[src/rtl/cfgr_pkg.sv]
package cfgr_pkg;

   // Routing outcome for one primary-side request
   typedef enum logic [1:0] {
      RT_DROP  = 2'd0,
      RT_LOCAL = 2'd1,
      RT_TYPE0 = 2'd2,
      RT_TYPE1 = 2'd3
   } route_e;

   // Low two address bits that tag the downstream format
   localparam logic [1:0] KIND0_TAG = 2'b00;
   localparam logic [1:0] KIND1_TAG = 2'b01;

   // Number of programmable bus-number fields
   localparam int unsigned NUM_FIELDS = 3;

endpackage

[src/rtl/cfgr_busnum_regs.sv]
module cfgr_busnum_regs #(
   parameter int unsigned BUS_W = 8
) (
   input  logic                           clk,
   input  logic                           rst_n,
   input  logic                           wr_en,
   input  logic [cfgr_pkg::NUM_FIELDS*BUS_W-1:0] wr_data,
   output logic [BUS_W-1:0]               pri_o,
   output logic [BUS_W-1:0]               sec_o,
   output logic [BUS_W-1:0]               sub_o
);
   import cfgr_pkg::*;

   logic [BUS_W-1:0] field_q [NUM_FIELDS];

   // One register per field, lane i of the write word
   for (genvar i = 0; i < NUM_FIELDS; i++) begin : g_field
      always_ff @(posedge clk or negedge rst_n) begin
         if (!rst_n) begin
            field_q[i] <= '0;
         end else if (wr_en) begin
            field_q[i] <= wr_data[i*BUS_W +: BUS_W];
         end
      end
   end

   assign pri_o = field_q[0];
   assign sec_o = field_q[1];
   assign sub_o = field_q[2];

endmodule

[src/rtl/cfgr_route_decide.sv]
module cfgr_route_decide #(
   parameter int unsigned BUS_W = 8
) (
   input  logic               kind1,
   input  logic               self_sel,
   input  logic [BUS_W-1:0]   bus,
   input  logic [BUS_W-1:0]   sec,
   input  logic [BUS_W-1:0]   sub,
   output cfgr_pkg::route_e   route
);
   import cfgr_pkg::*;

   logic window_ok;
   logic hit_sec;
   logic above_sec;
   logic within_sub;

   assign window_ok  = (sub >= sec);
   assign hit_sec    = (bus == sec);
   assign above_sec  = (bus >  sec);
   assign within_sub = (bus <= sub);

   always_comb begin
      route = RT_DROP;
      if (!kind1) begin
         if (self_sel) route = RT_LOCAL;
      end else if (hit_sec && window_ok) begin
         route = RT_TYPE0;
      end else if (above_sec && within_sub) begin
         route = RT_TYPE1;
      end
   end

endmodule

[src/rtl/cfgr_addr_fmt.sv]
module cfgr_addr_fmt #(
   parameter int unsigned ADDR_W = 32,
   parameter int unsigned BUS_W  = 8,
   parameter int unsigned DEV_W  = 5,
   parameter int unsigned FUNC_W = 3,
   parameter int unsigned REG_W  = 6
) (
   input  cfgr_pkg::route_e   route,
   input  logic [BUS_W-1:0]   bus,
   input  logic [DEV_W-1:0]   dev,
   input  logic [FUNC_W-1:0]  func,
   input  logic [REG_W-1:0]   regn,
   output logic [ADDR_W-1:0]  addr,
   output logic               no_target
);
   import cfgr_pkg::*;

   localparam int unsigned SEL_LSB = 2 + REG_W + FUNC_W;
   localparam int unsigned NSEL    = ADDR_W - SEL_LSB;
   localparam int unsigned T1_W    = 2 + REG_W + FUNC_W + DEV_W + BUS_W;

   logic [NSEL-1:0]   slot_sel;
   logic [ADDR_W-1:0] addr_t0;
   logic [ADDR_W-1:0] addr_t1;

   // One comparator per select line; out-of-range devices match none
   for (genvar s = 0; s < NSEL; s++) begin : g_slot
      assign slot_sel[s] = (dev == DEV_W'(s));
   end

   assign addr_t0   = {slot_sel, func, regn, KIND0_TAG};
   assign addr_t1   = ADDR_W'({bus, dev, func, regn, KIND1_TAG});
   assign no_target = (route == RT_TYPE0) && (slot_sel == '0);

   always_comb begin
      unique case (route)
         RT_TYPE0: addr = addr_t0;
         RT_TYPE1: addr = addr_t1;
         default:  addr = '0;
      endcase
   end

   if (T1_W > ADDR_W) begin : g_bad_t1
      $error("address too narrow for type 1 layout");
   end

endmodule

[src/rtl/cfg_route_bridge.sv]
module cfg_route_bridge #(
   parameter int unsigned ADDR_W     = 32,
   parameter int unsigned BUS_W      = 8,
   parameter int unsigned DEV_W      = 5,
   parameter int unsigned FUNC_W     = 3,
   parameter int unsigned REG_W      = 6,
   parameter int unsigned BUSNUM_IDX = 6
) (
   input  logic                         clk,
   input  logic                         rst_n,
   input  logic                         req_valid,
   input  logic                         req_kind,
   input  logic [BUS_W-1:0]             req_bus,
   input  logic [DEV_W-1:0]             req_dev,
   input  logic [FUNC_W-1:0]            req_func,
   input  logic [REG_W-1:0]             req_reg,
   input  logic                         req_write,
   input  logic [3*BUS_W-1:0]           req_wdata,
   input  logic                         self_select,
   output logic                         claim,
   output logic                         dn_valid,
   output logic [ADDR_W-1:0]            dn_addr,
   output logic                         dn_write,
   output logic                         dn_no_target,
   output logic [3*BUS_W-1:0]           rsp_rdata
);
   import cfgr_pkg::*;

   localparam int unsigned SEL_LSB = 2 + REG_W + FUNC_W;
   localparam int unsigned DATA_W  = NUM_FIELDS * BUS_W;

   // Elaboration-time parameter checks
   if (SEL_LSB >= ADDR_W) begin : g_bad_sel
      $error("no room for slot select bits");
   end
   if (BUSNUM_IDX >= (1 << REG_W)) begin : g_bad_idx
      $error("bus-number register index out of range");
   end
   if (DATA_W != 3 * BUS_W) begin : g_bad_data
      $error("field count does not match data width");
   end

   logic [BUS_W-1:0]  pri_n, sec_n, sub_n;
   route_e            route;
   logic [ADDR_W-1:0] fmt_addr;
   logic              fmt_no_target;
   logic              is_local, is_fwd, hits_busnum, local_wr;

   assign is_local    = req_valid && (route == RT_LOCAL);
   assign is_fwd      = req_valid && ((route == RT_TYPE0) || (route == RT_TYPE1));
   assign hits_busnum = (req_reg == REG_W'(BUSNUM_IDX));
   assign local_wr    = is_local && req_write && hits_busnum;

   cfgr_busnum_regs #(.BUS_W(BUS_W)) u_regs (
      .clk     (clk),
      .rst_n   (rst_n),
      .wr_en   (local_wr),
      .wr_data (req_wdata),
      .pri_o   (pri_n),
      .sec_o   (sec_n),
      .sub_o   (sub_n)
   );

   cfgr_route_decide #(.BUS_W(BUS_W)) u_decide (
      .kind1    (req_kind),
      .self_sel (self_select),
      .bus      (req_bus),
      .sec      (sec_n),
      .sub      (sub_n),
      .route    (route)
   );

   cfgr_addr_fmt #(
      .ADDR_W (ADDR_W),
      .BUS_W  (BUS_W),
      .DEV_W  (DEV_W),
      .FUNC_W (FUNC_W),
      .REG_W  (REG_W)
   ) u_fmt (
      .route     (route),
      .bus       (req_bus),
      .dev       (req_dev),
      .func      (req_func),
      .regn      (req_reg),
      .addr      (fmt_addr),
      .no_target (fmt_no_target)
   );

   always_ff @(posedge clk or negedge rst_n) begin
      if (!rst_n) begin
         claim        <= 1'b0;
         dn_valid     <= 1'b0;
         dn_addr      <= '0;
         dn_write     <= 1'b0;
         dn_no_target <= 1'b0;
         rsp_rdata    <= '0;
      end else begin
         claim        <= req_valid && (route != RT_DROP);
         dn_valid     <= is_fwd;
         dn_addr      <= is_fwd ? fmt_addr : '0;
         dn_write     <= is_fwd && req_write;
         dn_no_target <= req_valid && fmt_no_target;
         rsp_rdata    <= (is_local && !req_write && hits_busnum)
                         ? {sub_n, sec_n, pri_n} : '0;
      end
   end

endmodule

[config.mk]
export PLATFORM = sky130hd
export DESIGN_NAME = cfg_route_bridge
export DESIGN_NICKNAME = d
export VERILOG_FILES = /design/src/rtl/cfgr_pkg.sv /design/src/rtl/cfgr_busnum_regs.sv /design/src/rtl/cfgr_route_decide.sv /design/src/rtl/cfgr_addr_fmt.sv /design/src/rtl/cfg_route_bridge.sv
export SDC_FILE = /design/constraint.sdc
export NUM_CORES = 1
export LEC_CHECK = 0
export ABC_AREA = 1
export CELL_PAD_IN_SITES_DETAIL_PLACEMENT = 1
export CELL_PAD_IN_SITES_GLOBAL_PLACEMENT = 2
export CORE_MARGIN = 4
export CORE_UTILIZATION = 26
export CTS_BUF_LIST = sky130_fd_sc_hd__clkbuf_4
export DETAILED_ROUTE_END_ITERATION = 16
export MAX_ROUTING_LAYER = met4
export PLACE_DENSITY = 0.9
export SLEW_MARGIN = 20
export SYNTH_ARGS = -nofsm -noshare
export SYNTH_HDL_FRONTEND = slang
export SYNTH_SLANG_ARGS = --single-unit
[constraint.sdc]
create_clock -name clk -period 1.8 [get_ports clk]
set_input_delay 0.36 -clock clk [delete_from_list [all_inputs] [get_ports clk]]
set_output_delay 0.36 -clock clk [all_outputs]
set_load 0.05 [all_outputs]
; ---- Yosys cells after proc, flatten, opt, wreduce, memory -nomap -nowiden
; Cells that the tools add are included.
[word_totals]
regBits = 84
latch_bits = 0
mem_bits_rw = 0
rom_bits = 0
in_bits = 52
output_inout_bits = 60
wordCells = 61
n_memories = 0
[op_classes]
n_addsub = 0
multipliers = 0
n_div = 0
magnitude_cmp = 3
n_eq_ne = 25
shifts = 0
n_mux = 7
bitwise_logic = 0
n_reduce_logical = 17
[ops]
columns = cell, n
row1 = 32-bit one-hot mux with 2 select lines, 1
row2 = 5-bit by 4-bit == test with 1-bit output (second input constant), 8
row3 = 32-bit two-way mux, 1
row4 = 5-bit == test (second input constant), 5
row5 = 24-bit two-way mux, 1
row6 = 21-bit logical NOT, 1
row7 = 5-bit by 3-bit == test with 1-bit output (second input constant), 4
row8 = 1-bit logical AND, 12
row9 = 5-bit by 2-bit == test with 1-bit output (second input constant), 2
row10 = 8-bit == test, 1
row11 = 8-bit greater-or-equal comparator, 1
row12 = 8-bit greater-than comparator, 1
row13 = 8-bit less-or-equal comparator, 1
row14 = 6-bit by 3-bit == test with 1-bit output (second input constant), 1
row15 = 2-bit two-way mux, 3
row16 = 5-bit by 1-bit == test with 1-bit output (second input constant), 1
row17 = 5-bit logical NOT, 1
row18 = 2-bit == test (second input constant), 2
row19 = 2-bit by 1-bit == test with 1-bit output (second input constant), 1
row20 = 2-bit nonzero test, 1
row21 = 1-bit logical NOT, 1
row22 = 1-bit logical OR, 1
row23 = 1-bit two-way mux, 1

; ---- Longest topological paths before layout
; Gate-level depths: netlist of the first run.
[depth]
ltp_word = 10
depth_mapped = 14
depth_no_buf = 13

; ---- By module
; A second synthesis of the first run with hierarchy kept.
[hier_totals]
hier_cells = 511
hier_area_um2 = 4261.6
[modules_own_cells]
columns = module, n_inst, cells_each, area_each_um2, seq_area_each_um2
row1 = cfg_route_bridge, 1, 197, 2177.1, 1501.4
row2 = cfgr_busnum_regs, 1, 102, 974.7, 600.6
row3 = cfgr_route_decide, 1, 107, 649.4, 0.0
row4 = cfgr_addr_fmt, 1, 105, 460.4, 0.0

; ---- Worst setup path before layout of the first run
; Ideal clock, no wire load.
[synth_timing]
kind = reg2reg
startpoint = register u_regs.field_q (netlist bit u_regs.sec_o[7])
endpoint = register dn_addr[21]
setup_ns = 0.073
t_arrival_ns = 1.675
t_required_ns = 1.727
setup_slack_ns = 0.052
stages_incl_launch_ff = 13
path_buffers = 1
synth_period_minus_slack_ns = 1.748
path_cell_list = dfrtp_1 -> inv_1 -> ha_1 -> nand2_1 -> nor2_1 -> nand4_1 -> nand2_1 -> a21oi_4 -> nand2_4 -> nand2_4 -> nand2_4 -> buf_6 -> a21oi_2
[synth_via]
elab_chain_len = 9
elab_cells_between_ends = 14
classes_between = 2 x order compare / 3 x eq/ne / 5 x mux / 4 x reduce/logical
[synth_lines]
columns = element, line_no
row1 = "start, declared", cfgr_busnum_regs.sv:14  ; logic [BUS_W-1:0] field_q [NUM_FIELDS];
row2 = "start signal, assigned by index", cfgr_busnum_regs.sv:22  ; field_q[i] <= wr_data[i*BUS_W +: BUS_W];
row3 = 8-bit greater-than comparator, cfgr_route_decide.sv:20  ; assign above_sec = (bus > sec);
row4 = 1-bit logical AND, cfgr_route_decide.sv:29  ; end else if (above_sec && within_sub) begin
row5 = 2-bit two-way mux, cfgr_route_decide.sv:29
row6 = 2-bit two-way mux (*), cfgr_route_decide.sv:27  ; end else if (hit_sec && window_ok) begin
row7 = 2-bit two-way mux (*), cfgr_route_decide.sv:25  ; if (!kind1) begin
row8 = branches (longest 3 deep; another with 32-bit one-hot mux with 2 select lines), n/a
row9 = 32-bit two-way mux (*), cfg_route_bridge.sv:100  ; dn_addr <= is_fwd ? fmt_addr : '0;
row10 = "end signal, assigned", cfg_route_bridge.sv:100
row11 = "end, declared", cfg_route_bridge.sv:22  ; output logic [ADDR_W-1:0] dn_addr,
; Every way passes the cells marked *.
; A chain may end at the register's enable or synchronous reset.

; ---- Final worst setup path of the first run
[layout_timing]
startpoint = input req_bus[5]
endpoint = register dn_addr[2]
[layout_via]
elab_chain_len = 9
elab_cells_between_ends = 14
classes_between = 2 x order compare / 3 x eq/ne / 5 x mux / 4 x reduce/logical
[layout_lines]
columns = element, line_no
row1 = "start, declared", cfg_route_bridge.sv:13  ; input logic [BUS_W-1:0] req_bus,
row2 = 8-bit greater-than comparator / 8-bit less-or-equal comparator (equally long branches), "cfgr_route_decide.sv:20, cfgr_route_decide.sv:21"
row3 = 1-bit logical AND, cfgr_route_decide.sv:29
row4 = 2-bit two-way mux, cfgr_route_decide.sv:29
row5 = 2-bit two-way mux (*), cfgr_route_decide.sv:27
row6 = 2-bit two-way mux (*), cfgr_route_decide.sv:25
row7 = branches (longest 3 deep; another with 32-bit one-hot mux with 2 select lines), n/a
row8 = 32-bit two-way mux (*), cfg_route_bridge.sv:100
; Marks and branches as above.

==> run_summary.xml, run 1 <==
<?xml version="1.0" encoding="UTF-8"?>
<metrics>
  <group name="routing">
    <metric name="routedWlPerCell" unit="um">14.7</metric>
    <metric name="detail_route.wirelength" unit="um">10600</metric>
    <metric name="via_per_inst" unit="">4.34</metric>
    <metric name="postRouteAntennaNets" unit="">0</metric>
    <metric name="drtPass1Iterations" unit="">4</metric>
    <metric name="drc_errors" unit="">0</metric>
    <metric name="routed-via-count" unit="">3150</metric>
    <metric name="drt_iter0_drc" unit="">164</metric>
  </group>
  <group name="clocking">
    <metric name="clock_latency" unit="ns">0.45</metric>
    <metric name="cts_buffers" unit="">9</metric>
    <metric name="cts.clk_slew.worst_paths" unit="ns">0.13</metric>
    <metric name="ctsHtreeMaxLevel" unit="">3</metric>
    <metric name="clockBufferDepth" unit="">2</metric>
    <metric name="clockRootBuffer" unit="">clkbuf_4</metric>
    <metric name="cts_num_sinks" unit="">83</metric>
    <metric name="tritoncts_clock_tree" unit="">done</metric>
  </group>
  <group name="setup_path">
    <metric name="critical_path_peak_fanout" unit="">12</metric>
    <metric name="worst-setup-path-type" unit="">in2reg</metric>
    <metric name="kind_of_start_point_of_the_critical_path" unit="">input pin</metric>
    <metric name="critPathCaptureType" unit="">flip-flop</metric>
    <metric name="required_time_of_the_critical_path" unit="ns">2.19</metric>
    <metric name="worst_ep_arrival_time" unit="ns">2.21</metric>
    <metric name="regToRegSetupSlack" unit="ns">-0.01</metric>
  </group>
  <group name="layout">
    <metric name="fraction_of_layout_cells_with_a_size_suffix_above_1" unit="%">26.6</metric>
    <metric name="final.fill_count" unit="">1589</metric>
    <metric name="num_antenna_cells" unit="">0</metric>
    <metric name="finish.cell_count_without_fillers" unit="">725</metric>
    <metric name="postLayoutCellArea" unit="mm2">0.00538</metric>
    <metric name="finish.net_count" unit="">616</metric>
    <metric name="synthToLayoutAreaGrowth" unit="%">47.3</metric>
  </group>
  <group name="timing">
    <metric name="finalCriticalPeriod" unit="ns">1.82</metric>
    <metric name="rsz0062_at_grt" unit="">yes</metric>
    <metric name="skew" unit="ns">0.0204</metric>
    <metric name="final-setup-viol-count" unit="">7</metric>
    <metric name="setup_total_negative_slack" unit="ns">-0.0447</metric>
    <metric name="period_share" unit="%">101</metric>
    <metric name="layout_setup_ws" unit="ns">-0.0217</metric>
    <metric name="report.final.hold_viol_count" unit="">0</metric>
    <metric name="final-max-slew-violation-count" unit="">0</metric>
    <metric name="clock.fmax" unit="MHz">549</metric>
  </group>
  <group name="placed_design">
    <metric name="dpl_cell_area" unit="mm2">0.00505</metric>
    <metric name="buffer_ports.inserted" unit="">110</metric>
    <metric name="dp.cells" unit="">704</metric>
    <metric name="post-dp-hpwl" unit="um">8210</metric>
    <metric name="routabilityCongestion" unit="">0.853</metric>
  </group>
  <group name="power">
    <metric name="p_leak" unit="nW">2.91</metric>
    <metric name="ir_worst_vdd" unit="mV">0.437</metric>
    <metric name="power_density" unit="mW/mm2">663</metric>
  </group>
  <group name="global_route">
    <metric name="globalRoute.busiestLayer" unit="">met2</metric>
    <metric name="initial_antenna_violation_count" unit="">0</metric>
    <metric name="grt.total_usage" unit="%">13.9</metric>
    <metric name="wire_length_of_the_first_global_routing_pass" unit="um">17000</metric>
    <metric name="grt.met1_usage" unit="%">15.7</metric>
    <metric name="grt_start_max_net_pins" unit="">51</metric>
    <metric name="overflow" unit="">0</metric>
    <metric name="gr-usage-met2" unit="%">23.4</metric>
    <metric name="vias_in_the_first_global_route" unit="">3409</metric>
    <metric name="grt_util_met3" unit="%">3.79</metric>
  </group>
  <group name="logic_synthesis">
    <metric name="post_synth_main_area_contributors" unit="">dfrtp_1 57%, nor2_1 10%, ha_1 8.2%, inv_1 5.9%, a21oi_1 4.8%</metric>
    <metric name="synth.yosys.warnings" unit="">0</metric>
    <metric name="synth_common_cells" unit="">99 x nor2_1, 83 x dfrtp_1, 57 x inv_1</metric>
    <metric name="syn-cell-area" unit="mm2">0.00365</metric>
    <metric name="ys_seq_elements" unit="">83</metric>
    <metric name="synth_enable_flop_cells" unit="">0</metric>
    <metric name="netlist_instances" unit="">394</metric>
    <metric name="sequential_element_share_of_the_synthesized_area" unit="%">56.9</metric>
    <metric name="post_synth.cell_area_avg" unit="um2">9.27</metric>
    <metric name="synth_most_common_cell" unit="">nor2_1</metric>
    <metric name="yosysTopAreaCell" unit="">dfrtp_1</metric>
    <metric name="synth_top_cell_area_share" unit="%">56.9</metric>
    <metric name="post_synth_num_cell_types" unit="">26</metric>
    <metric name="synthFlopType" unit="">dfrtp_1</metric>
    <metric name="async_flop_share" unit="%">100</metric>
    <metric name="syn_nets" unit="">470</metric>
  </group>
  <group name="die">
    <metric name="fp-row-count" unit="">43</metric>
    <metric name="num_io_pins" unit="">112</metric>
    <metric name="core_area" unit="mm2">0.0138</metric>
    <metric name="dieHeight" unit="um">127</metric>
    <metric name="initial_core_util" unit="%">26.4</metric>
    <metric name="fp.dieArea" unit="mm2">0.0160</metric>
    <metric name="die_width" unit="um">127</metric>
  </group>
  <group name="outcome">
    <metric name="outcome" unit="">finished with violations</metric>
    <metric name="failed_checks" unit="">negative setup slack</metric>
  </group>
  <group name="job">
    <metric name="timing.max_cap.violations" unit="">0</metric>
  </group>
  <group name="min_path">
    <metric name="timing.hold.worst.class" unit="">in2async</metric>
  </group>
</metrics>
## critical path: stages
cell             delay, ns
clkdlybuf4s50_1       0.49
ha_4                  0.31
nand2_2               0.06
nor2_2                0.12
nand4_1               0.14
nor2_2                0.18
nand2_2               0.13
nand2_4               0.16
nand2_4               0.13
nor2_1                0.13
## kinds of logic (layout without fill, tap and decap cells)
group | after synthesis | count (layout) | synth area share [%]
AOI/OAI and AO/OA | 45 | 45 | 7.06
adders and majority gates | 24 | 24 | 8.22
buffers and inverters | 69 | 218 | 7.67
DFF | 83 | 83 | 56.9
other | 1 | 1 | 0.103
and+or+nand+nor | 172 | 174 | 20.1
## per-stage QoR
stage | hold WS, ns | power [mW] | worst slack (ns) | utilization, %
6_report | 0.412 | 3.56 | -0.0217 | 38.9
5_1_grt | 0.375 | 3.75 | -0.161 | 38.9
4_1_cts | 0.364 | 3.60 | 0.000789 | 38.0
3_5_place_dp | 0.352 | 2.32 | -0.535 | 36.5
3_3_place_gp | 0.347 | 2.31 | -0.422 | 36.5
2_1_floorplan | 0.0644 | 2.06 | 0.0518 | -
## path summary, 6_finish.rpt
kind                                 start               to  depth (start not counted)
min reg2reg                u_regs.pri_o[2]     rsp_rdata[2]                          2
max                             req_bus[5]       dn_addr[2]                         10
max reg2reg                u_regs.sec_o[5]       dn_addr[2]                         10
min in group clk               req_func[2]      dn_addr[10]                          3
max in group asynchronous            rst_n  u_regs.pri_o[5]                          3
min                                  rst_n      dn_addr[19]                          3
## layout by cell type, fill, tap and decap left out, types with 2 or more instances in the layout
| cell type | synthesis | layout |
|---|---|---|
| nor2_1 | 99 | 94 |
| inv_1 | 57 | 50 |
| clkinv_1 | 0 | 2 |
| nand2_1 | 33 | 30 |
| nand2_2 | 2 | 5 |
| nor3_1 | 2 | 2 |
| nand2_4 | 3 | 4 |
| dfrtp_1 | 83 | 83 |
| a21oi_2 | 3 | 4 |
| clkdlybuf4s50_1 | 0 | 50 |
| bufinv_16 | 0 | 2 |
| nand3_2 | 0 | 3 |
| ha_4 | 0 | 4 |
| buf_12 | 0 | 4 |
| nand4_1 | 8 | 8 |
| buf_4 | 1 | 88 |
| a21o_1 | 2 | 2 |
| a21oi_1 | 35 | 34 |
| clkbuf_4 | 0 | 11 |
| ha_1 | 24 | 20 |
| inv_2 | 1 | 7 |
| nand3_1 | 23 | 19 |
| nor2_2 | 1 | 5 |
## final cells by class
cell class	count	area [um2]	area share [%]
Sequential cell	83	2080	38.6
Multi-Input combinational cell	244	1430	26.6
Timing Repair Buffer	144	1260	23.5
Tap cell	180	225	4.19
Inverter	58	223	4.14
Clock buffer	11	82.6	1.54
Clock inverter	5	76.3	1.42
## what timing repair did
item                                   CTS  global route
gates resized for setup                 10            20
setup endpoints to repair               29            35
gates cloned                             0             2
endpoints found under the hold margin   83             0
pin swaps                                1            11
hold buffers                             1             0
setup buffers                            0             2
## registers in the layout, indices dropped and copies added, names as in the netlist
signal and count:
dn_no_target 1, dn_addr 31, claim 1, dn_write 1, u_regs.pri_o 8, rsp_rdata 24
u_regs.sub_o 8, dn_valid 1, u_regs.sec_o 8
## where the power goes
part           leakage [nW]  switching, mW  internal [mW]
Sequential             1.04        0.00738           1.88
Combinational          1.78          0.222          0.204
Clock                0.0865          0.658          0.592
Total                  2.91          0.887           2.68
## per-layer routing
layer | vias to the layer above | share of wire (%)
met1 | 1518 | 41
met3 | 19 | 5.1
met4 | 0 | 2.1
met5 | - | 0
li1 | 1536 | -
met2 | 77 | 52
Note: power is estimated with default switching activity, not from simulation.
==> run 2: changes to the inputs <==
Settings changed: CORE_MARGIN 4 to unset, RECOVER_POWER set to 50.
==> run_summary.xml, run 2 (synthesized netlist as in run 1, its figures left out) <==
<?xml version="1.0" encoding="UTF-8"?>
<metrics>
  <group name="layout">
    <metric name="largest_reg_flops" unit="">31</metric>
    <metric name="finish.cell_count_without_fillers" unit="">725</metric>
    <metric name="storage_element_area" unit="mm2">0.00208</metric>
    <metric name="largest_registers" unit="">dn_addr x31, rsp_rdata x24</metric>
    <metric name="largest-register" unit="">dn_addr</metric>
    <metric name="synthToLayoutAreaGrowth" unit="%">49.0</metric>
    <metric name="multiInputGateArea" unit="mm2">0.00157</metric>
    <metric name="mostFrequentLayoutCells" unit="">86 x buf_4, 85 x nor2_1, 82 x dfrtp_1, 50 x inv_1, 49 x clkdlybuf4s50_1</metric>
    <metric name="fraction_of_layout_cells_with_a_size_suffix_above_1" unit="%">30.6</metric>
    <metric name="layout.cells.most_common" unit="">buf_4</metric>
    <metric name="num_antenna_cells" unit="">0</metric>
    <metric name="finish.net_count" unit="">620</metric>
    <metric name="postLayoutCellArea" unit="mm2">0.00544</metric>
    <metric name="final.fill_count" unit="">1578</metric>
  </group>
  <group name="placed_design">
    <metric name="buffer_ports.inserted" unit="">110</metric>
    <metric name="dpl_cell_area" unit="mm2">0.00504</metric>
    <metric name="post-dp-hpwl" unit="um">7830</metric>
    <metric name="routabilityCongestion" unit="">0.842</metric>
    <metric name="dp.cells" unit="">701</metric>
  </group>
  <group name="timing">
    <metric name="final-setup-viol-count" unit="">26</metric>
    <metric name="skew" unit="ns">0.0135</metric>
    <metric name="report.final.hold_viol_count" unit="">0</metric>
    <metric name="period_share" unit="%">103</metric>
    <metric name="final-max-slew-violation-count" unit="">0</metric>
    <metric name="rsz0062_at_grt" unit="">yes</metric>
    <metric name="slew-limit-headroom" unit="%">53.0</metric>
    <metric name="finalCriticalPeriod" unit="ns">1.85</metric>
    <metric name="clock.fmax" unit="MHz">541</metric>
    <metric name="layout_setup_ws" unit="ns">-0.0495</metric>
    <metric name="setup_total_negative_slack" unit="ns">-0.531</metric>
    <metric name="worst_pin_slew" unit="ns">0.706</metric>
  </group>
  <group name="clocking">
    <metric name="cts_buffers" unit="">9</metric>
    <metric name="tritoncts_clock_tree" unit="">done</metric>
    <metric name="clockBufferDepth" unit="">2</metric>
    <metric name="clockRootBuffer" unit="">clkbuf_4</metric>
    <metric name="cts.clk_slew.worst_paths" unit="ns">0.13</metric>
    <metric name="ctsHtreeMaxLevel" unit="">3</metric>
    <metric name="clock_latency" unit="ns">0.46</metric>
    <metric name="cts_num_sinks" unit="">83</metric>
  </group>
  <group name="setup_path">
    <metric name="category_of_cells_accounting_for_the_largest_share_of_critical_path_delay" unit="">buffers and inverters</metric>
    <metric name="rr_worst_depth" unit="">12</metric>
    <metric name="worst-setup-path-type" unit="">in2reg</metric>
    <metric name="slowest_delay" unit="ns">0.53</metric>
    <metric name="crit_path_frequent_cell" unit="">nor2_1</metric>
    <metric name="critical_path_peak_fanout" unit="">5</metric>
    <metric name="critical_path.n_buffers_inverters" unit="">3</metric>
    <metric name="cp_cell_sequence" unit="">clkdlybuf4s50_1, ha_4, nand2_4, buf_4, nor2_1, nor2_1, a21oi_4, nand2_4, buf_6, nor2_1, nor2_1, nor2_1</metric>
    <metric name="required_time_of_the_critical_path" unit="ns">2.20</metric>
    <metric name="kind_of_start_point_of_the_critical_path" unit="">input pin</metric>
    <metric name="timing.critical_path.depth" unit="">12</metric>
    <metric name="worst_ep_arrival_time" unit="ns">2.25</metric>
    <metric name="critPathCaptureType" unit="">flip-flop</metric>
    <metric name="worst_path_slowest_cell" unit="">clkdlybuf4s50_1</metric>
  </group>
  <group name="routing">
    <metric name="routed-via-count" unit="">3172</metric>
    <metric name="routedWlPerCell" unit="um">14.6</metric>
    <metric name="postRouteAntennaNets" unit="">0</metric>
    <metric name="drt_iter0_drc" unit="">120</metric>
    <metric name="drc_errors" unit="">0</metric>
    <metric name="detail_route.wirelength" unit="um">10600</metric>
    <metric name="drtPass1Iterations" unit="">4</metric>
    <metric name="via_per_inst" unit="">4.38</metric>
  </group>
  <group name="power">
    <metric name="p_leak" unit="nW">2.89</metric>
    <metric name="ir_worst_vdd" unit="mV">0.258</metric>
    <metric name="power_density" unit="mW/mm2">603</metric>
    <metric name="totalPowerFinal" unit="mW">3.28</metric>
  </group>
  <group name="global_route">
    <metric name="initial_antenna_violation_count" unit="">0</metric>
    <metric name="globalRoute.busiestLayer" unit="">met2</metric>
    <metric name="gr-usage-met2" unit="%">26.5</metric>
    <metric name="grt.met1_usage" unit="%">18.2</metric>
    <metric name="grt_start_max_net_pins" unit="">37</metric>
    <metric name="vias_in_the_first_global_route" unit="">3318</metric>
    <metric name="grt_util_met3" unit="%">4.06</metric>
    <metric name="overflow" unit="">0</metric>
    <metric name="wire_length_of_the_first_global_routing_pass" unit="um">16700</metric>
    <metric name="grt.total_usage" unit="%">15.9</metric>
  </group>
  <group name="die">
    <metric name="initial_core_util" unit="%">27.1</metric>
    <metric name="die_width" unit="um">121</metric>
    <metric name="core_area" unit="mm2">0.0135</metric>
    <metric name="fp-row-count" unit="">42</metric>
    <metric name="fp.dieArea" unit="mm2">0.0145</metric>
    <metric name="num_io_pins" unit="">112</metric>
    <metric name="dieHeight" unit="um">121</metric>
  </group>
  <group name="outcome">
    <metric name="outcome" unit="">finished with violations</metric>
    <metric name="failed_checks" unit="">negative setup slack</metric>
  </group>
  <group name="min_path">
    <metric name="worstHoldPathCells" unit="">3</metric>
    <metric name="timing.hold.worst.class" unit="">in2reg</metric>
  </group>
  <group name="job">
    <metric name="timing.max_cap.violations" unit="">0</metric>
  </group>
</metrics>
[run 2: cell types whose count changed in the layout (fill, tap and decap cells not counted), moves of 3 or more]
cell      delta
nor2_4       +3
clkbuf_2     +6
a21oi_1      -4
a21oi_2      +4
ha_4         +3
nor2_1       -9
ha_1         -3
buf_12       -3
nor2_2       +6
nand2_2      -3
[run 2: final cells by class]
class                      instances  area share, %
inverter                          58           4.09
tap                              176           4.05
clock inverter                     5          0.552
multi-input combinational        244           28.8
clock buffer                      11           1.52
timing repair buffer             147           22.7
timing repair inverter             1          0.115
sequential                        83           38.2
[run 2: where the power goes]
| group | internal [mW] | switching [mW] |
|---|---|---|
| combinational | 0.207 | 0.238 |
| clock | 0.308 | 0.638 |
| sequential | 1.88 | 0.00849 |
[run 2: per-layer routing]
layer / up-vias / wire, um
met1: 1541 / 4350
met2: 79 / 5500
met3: 15 / 530
met5: - / 0
met4: 0 / 209
li1: 1537 / -
[run 2: path summary, 6_finish.rpt]
check	from	to	slack (ns)
setup / recovery	req_bus[7]	dn_addr[12]	-0.05
hold / removal	req_func[2]	dn_addr[10]	0.42
setup reg to reg	u_regs.sec_o[2]	dn_addr[12]	-0.04
hold reg to reg	u_regs.pri_o[4]	rsp_rdata[4]	0.51
max in group asynchronous	rst_n	u_regs.sub_o[7]	0.30
min in group asynchronous	rst_n	dn_addr[26]	0.46
[run 2: worst min-delay path, cell delays in order]
cell	delay [ns]
clkdlybuf4s50_1	0.40
inv_1	0.06
nor2_1	0.04
[run 2: per-stage QoR]
step | util (%) | hold WS (ns) | worst slack (ns)
2_1_floorplan | - | 0.0644 | 0.0518
3_3_place_gp | 37.5 | 0.306 | -0.446
4_1_cts | 40.0 | 0.323 | -0.0416
6_report | 40.5 | 0.418 | -0.0495
5_1_grt | 40.5 | 0.396 | -0.190
3_5_place_dp | 37.5 | 0.307 | -0.578
[run 2: timing repair]
| action | CTS | global route |
|---|---|---|
| buffers inserted | 3 | 1 |
| setup endpoints to repair | 31 | 35 |
| pin swaps | 12 | 5 |
| hold endpoints to repair | 28 | 0 |
| cloned | 3 | 0 |
| hold buffers | 1 | 0 |
| resized for setup | 42 | 17 |
